File: src/rtl/tpg_pkg.sv
// Package: shared constants and the mode type for the three-phase generator.
// Assumes: exactly three output phases, driven from a three-stage ring.
package tpg_pkg;
    localparam int unsigned STAGES = 3;
    localparam int unsigned PHASES = 3;
    localparam int unsigned CYCLE  = 2 * STAGES;

    typedef enum logic {
        MODE_BALANCED = 1'b0,
        MODE_PULSE    = 1'b1
    } mode_e;
endpackage

File: src/rtl/tpg_johnson_core.sv
// Module: twisted-ring shift counter with 2*STAGES states per cycle.
// Stage 0 loads the inverse of the last stage; each other stage copies the
// stage before it. Stage 2 holds a repair term: a lone 1 in stage 1 is not
// passed on, which sends unused states back onto the ring.
// Assumes: STAGES >= 3, synchronous active-low reset to all zeros.
module tpg_johnson_core #(
    parameter int unsigned STAGES = 3
) (
    input  logic              clk,
    input  logic              rst_n,
    input  logic              advance,
    output logic [STAGES-1:0] stage_o
);
    logic [STAGES-1:0] stage_q;
    logic [STAGES-1:0] stage_d;

    // Next-state for each stage: inverted feedback, plain shift, or repair.
    for (genvar g = 0; g < STAGES; g++) begin : g_stage
        if (g == 0) begin : g_head
            assign stage_d[g] = ~stage_q[STAGES-1];
        end else if (g == 2) begin : g_repair
            assign stage_d[g] = stage_q[1] & (stage_q[0] | stage_q[2]);
        end else begin : g_shift
            assign stage_d[g] = stage_q[g-1];
        end
    end

    // State register: clear on reset, step only when advance is high.
    always_ff @(posedge clk) begin
        if (!rst_n) begin
            stage_q <= '0;
        end else if (advance) begin
            stage_q <= stage_d;
        end
    end

    assign stage_o = stage_q;
endmodule

File: src/rtl/tpg_phase_select.sv
// Module: maps the 60-degree-spaced stages to 120-degree-spaced phases.
// Phase 1 = stage 0, phase 2 = stage 2, phase 3 = inverted stage 1.
// Assumes: three stages; purely combinational.
module tpg_phase_select (
    input  logic [2:0] stage_i,
    output logic [2:0] balanced_o
);
    // Pick the true or inverted stage that gives each phase its offset.
    always_comb begin
        balanced_o[0] = stage_i[0];
        balanced_o[1] = stage_i[2];
        balanced_o[2] = ~stage_i[1];
    end
endmodule

File: src/rtl/tpg_pulse_decode.sv
// Module: turns overlapping 50% phases into non-overlapping pulses.
// A pulse is high while its own phase is high and the next phase is still low.
// Assumes: PHASES balanced inputs, rising edges in index order.
module tpg_pulse_decode #(
    parameter int unsigned PHASES = 3
) (
    input  logic [PHASES-1:0] balanced_i,
    output logic [PHASES-1:0] pulse_o
);
    // Two-input AND per phase against the inverse of its successor.
    for (genvar g = 0; g < PHASES; g++) begin : g_pulse
        localparam int unsigned NEXT = (g + 1) % PHASES;
        assign pulse_o[g] = balanced_i[g] & ~balanced_i[NEXT];
    end
endmodule

File: src/rtl/tpg_three_phase.sv
// Module: top of the three-phase generator. It holds the counter, the phase
// mapping, the pulse decoder and the mode output mux.
// Assumes: clock at six times the wanted output rate; mode may change at
// any time and acts on the outputs in the same cycle.
module tpg_three_phase (
    input  logic       clk,
    input  logic       rst_n,
    input  logic       enable,
    input  logic       mode_sel,
    output logic [2:0] phase_o
);
    import tpg_pkg::*;

    logic [STAGES-1:0] stage_w;
    logic [PHASES-1:0] balanced_w;
    logic [PHASES-1:0] pulse_w;
    mode_e             mode_w;

    tpg_johnson_core #(
        .STAGES (STAGES)
    ) i_core (
        .clk     (clk),
        .rst_n   (rst_n),
        .advance (enable),
        .stage_o (stage_w)
    );

    tpg_phase_select i_select (
        .stage_i    (stage_w),
        .balanced_o (balanced_w)
    );

    tpg_pulse_decode #(
        .PHASES (PHASES)
    ) i_decode (
        .balanced_i (balanced_w),
        .pulse_o    (pulse_w)
    );

    // Output mux: choose the square waves or the pulses.
    always_comb begin
        mode_w  = mode_e'(mode_sel);
        phase_o = (mode_w == MODE_PULSE) ? pulse_w : balanced_w;
    end
endmodule

File: config.mk
export PLATFORM = sky130hd
export DESIGN_NAME = tpg_three_phase
export DESIGN_NICKNAME = d
export VERILOG_FILES = /design/src/rtl/tpg_pkg.sv /design/src/rtl/tpg_johnson_core.sv /design/src/rtl/tpg_phase_select.sv /design/src/rtl/tpg_pulse_decode.sv /design/src/rtl/tpg_three_phase.sv
export SDC_FILE = /design/constraint.sdc
export NUM_CORES = 1
export LEC_CHECK = 0
export BUFFER_PORTS_ARGS = -buffer_cell sky130_fd_sc_hd__buf_2
export CAP_MARGIN = 15
export CORE_AREA = 2 2 39 41
export DETAILED_ROUTE_END_ITERATION = 10
export DIE_AREA = 0 0 41 43
export GPL_ROUTABILITY_DRIVEN = 0
export PLACE_DENSITY_LB_ADDON = 0.12
export SLEW_MARGIN = 20
export SYNTH_ARGS = -nofsm -noshare
export SYNTH_HDL_FRONTEND = slang
export SYNTH_HIERARCHICAL = 1
export SYNTH_SLANG_ARGS = --single-unit
File: constraint.sdc
create_clock -name clk -period 1.4 [get_ports clk]
set_input_delay 0.14 -clock clk [delete_from_list [all_inputs] [get_ports clk]]
set_output_delay 0.14 -clock clk [all_outputs]
set_load 0.005 [all_outputs]
==> out/metrics.yaml <==
global_route:
  antenna_found_initial: 0
  grt_pass1_wl_um: 648
  track_usage: 0.0671
  grt_pass1_vias: 164
  grt.overflow.total: 0
  grt_max_degree: 7
finish:
  n_antenna_cell: 0
  fin_area_um2: 264
  fin_cells: 44
  fin_util: 0.191
  fill_cells: 164
  seq_area_um2: 63.8
  areaGrowthSynthToFinish_pct: 27.9
  multi_input_area_um2: 120
  nets: 33
  drive_above_1_share: 0.714
  largest_register_ffs: 3
power:
  worst_ir_drop_vdd_uv: 333
  leakagePower_nw: 0.115
  power.density_mw_per_mm2: 1080
  power.total_w: 0.000286
detailed_routing:
  drtIter0Drc: 1
  vias_per_cell: 3.55
  drt-pass1-iter-count: 3
  finalWirelength_um: 368
  vias: 156
  postRouteAntennaNets: 0
  drc: 0
  routedWlPerCell_um: 8.36
cts:
  cts_hold_buf: 0
  cts_buffer_depth: 2
  cts_tree: "yes"
  cts_root_buf: "clkbuf_4"
  clk_pin_slew_ns: 0.04
  htreeDepth: 1
  cts_buffers: 3
  clock_latency_ns: 0.24
  cts.sink_count: 3
logic_synthesis:
  synth_enable_flop_cells: 0
  ys.flop_type: "dfxtp_1"
  syn_nets: 25
  synth_area_um2: 206
  async_reset_ff_frac: 0
  ys_seq_elements: 3
  synth_area_per_cell_um2: 9.83
  synthTopCellsByArea: "dfxtp_1, mux2_2, and2b_2, buf_4, nand2b_1"
  synthCells: 21
  seq_area_frac_synth: 0.291
  ys_top_cells_by_count: "and2b_2, buf_4, dfxtp_1, mux2_2"
  yosys_warnings: 6
  synth_top_area_cell: "dfxtp_1"
  synth_top_area_share: 0.291
  yosysUniqueCellTypes: 11
floorplanning:
  core_area_mm2: 0.00138
  io_pins: 7
  fp-row-count: 14
  die_w_um: 41
  die_y_um: 43
  dieArea_mm2: 0.00176
  start_util: 0.149
timing:
  fin_tns_setup_ns: 0
  slew_headroom: 0.916
  period_share: 0.948
  finalHoldViolCount: 0
  worst_pin_slew_ns: 0.123
  rsz0062_at_grt: "no"
  slew_viol_final: 0
  final.setup_skew_ns: 0.000589
  finalSetupViolCount: 0
  fmax_mhz: 753
  finalCriticalPeriod_ns: 1.33
flow_run:
  max_cap_viol_count: 0
critical_path:
  cp_cell_sequence: "and2b_2 -> mux2_2 -> buf_2"
  critPathLaunchType: "flip-flop"
  required_ns: 1.26
  path_buf_inv: 1
  cp_max_fo: 6
  end_kind: "output pin"
  critPathKind: "reg2out"
  slowest_delay_ns: 0.36
  crit_family: "flip-flops"
  cpMaxStageDelayCell: "dfxtp_2"
  critPathArrivalTime_ns: 1.19
place:
  dp.cells: 40
  portBuffers: 6
  dpl-instance-area_um2: 234
min_path:
  hold_path_class: "in2reg"
outcome:
  outcome: "complete, no violations"
layer usage:
layer,track usage,vias up,routed length (µm),share of wire
met5,0,-,0,0
met3,0.0628,2,30,0.082
met1,0.0573,69,149,0.40
li1,-,79,-,-
met4,0.100,0,19,0.052
met2,0.0688,6,168,0.46
power by group:
part | internal (W) | leakage (nW) | switching (W)
combinational | 0.0000233 | 0.0744 | 0.0000135
clock | 0.000107 | 0.0150 | 0.0000462
sequential | 0.0000914 | 0.0258 | 0.00000512
total | 0.000222 | 0.115 | 0.0000648
layout by cell type (no fill, tap or decap), drive strengths merged:
cell type  n
a21oi      1
nor2b      2
and2b      3
clkbuf     4
mux2i      1
mux2       3
nor3b      1
dfxtp      3
inv        1
a21boi     1
nand2b     2
buf        6
cells by family after synthesis:
family	after synthesis	synth area share
buf+inv	4	0.127
compound gates	2	0.0606
mux	4	0.212
simple gates	8	0.309
flops	3	0.291
through the flow:
step / setup WS (ns) / hold slack, ns
4_1_cts: 0.0295 / 0.144
6_report: 0.0727 / 0.146
3_3_place_gp: 0.251 / 0.394
5_1_grt: 0.0153 / 0.156
3_5_place_dp: 0.248 / 0.390
2_1_floorplan: 0.273 / 0.268
worst paths after layout:
| check | startpoint | to | slack (ns) | cells after the start |
|---|---|---|---|---|
| hold reg to reg | i_core/stage_o[0] | i_core/stage_o[0] | 0.50 | 2 |
| setup / recovery | i_core/stage_o[0] | phase_o[2] | 0.07 | 3 |
| setup reg to reg | i_core/stage_o[0] | i_core/stage_o[2] | 0.71 | 2 |
| hold / removal | rst_n | i_core/stage_o[1] | 0.15 | 2 |
final cells by class:
| type | count | area share |
|---|---|---|
| inverters | 1 | 0.0142 |
| multi-input cells | 14 | 0.455 |
| flip-flops and latches | 3 | 0.242 |
| repair buffers | 6 | 0.114 |
| clock buffers | 4 | 0.0995 |
| well taps | 16 | 0.0758 |
repair_timing:
item	CTS	global route
buffers inserted	0	0
setup endpoints to repair	1	3
gates resized for setup	1	3
pin swaps	0	0
Note: power is estimated with default switching activity, not from simulation.
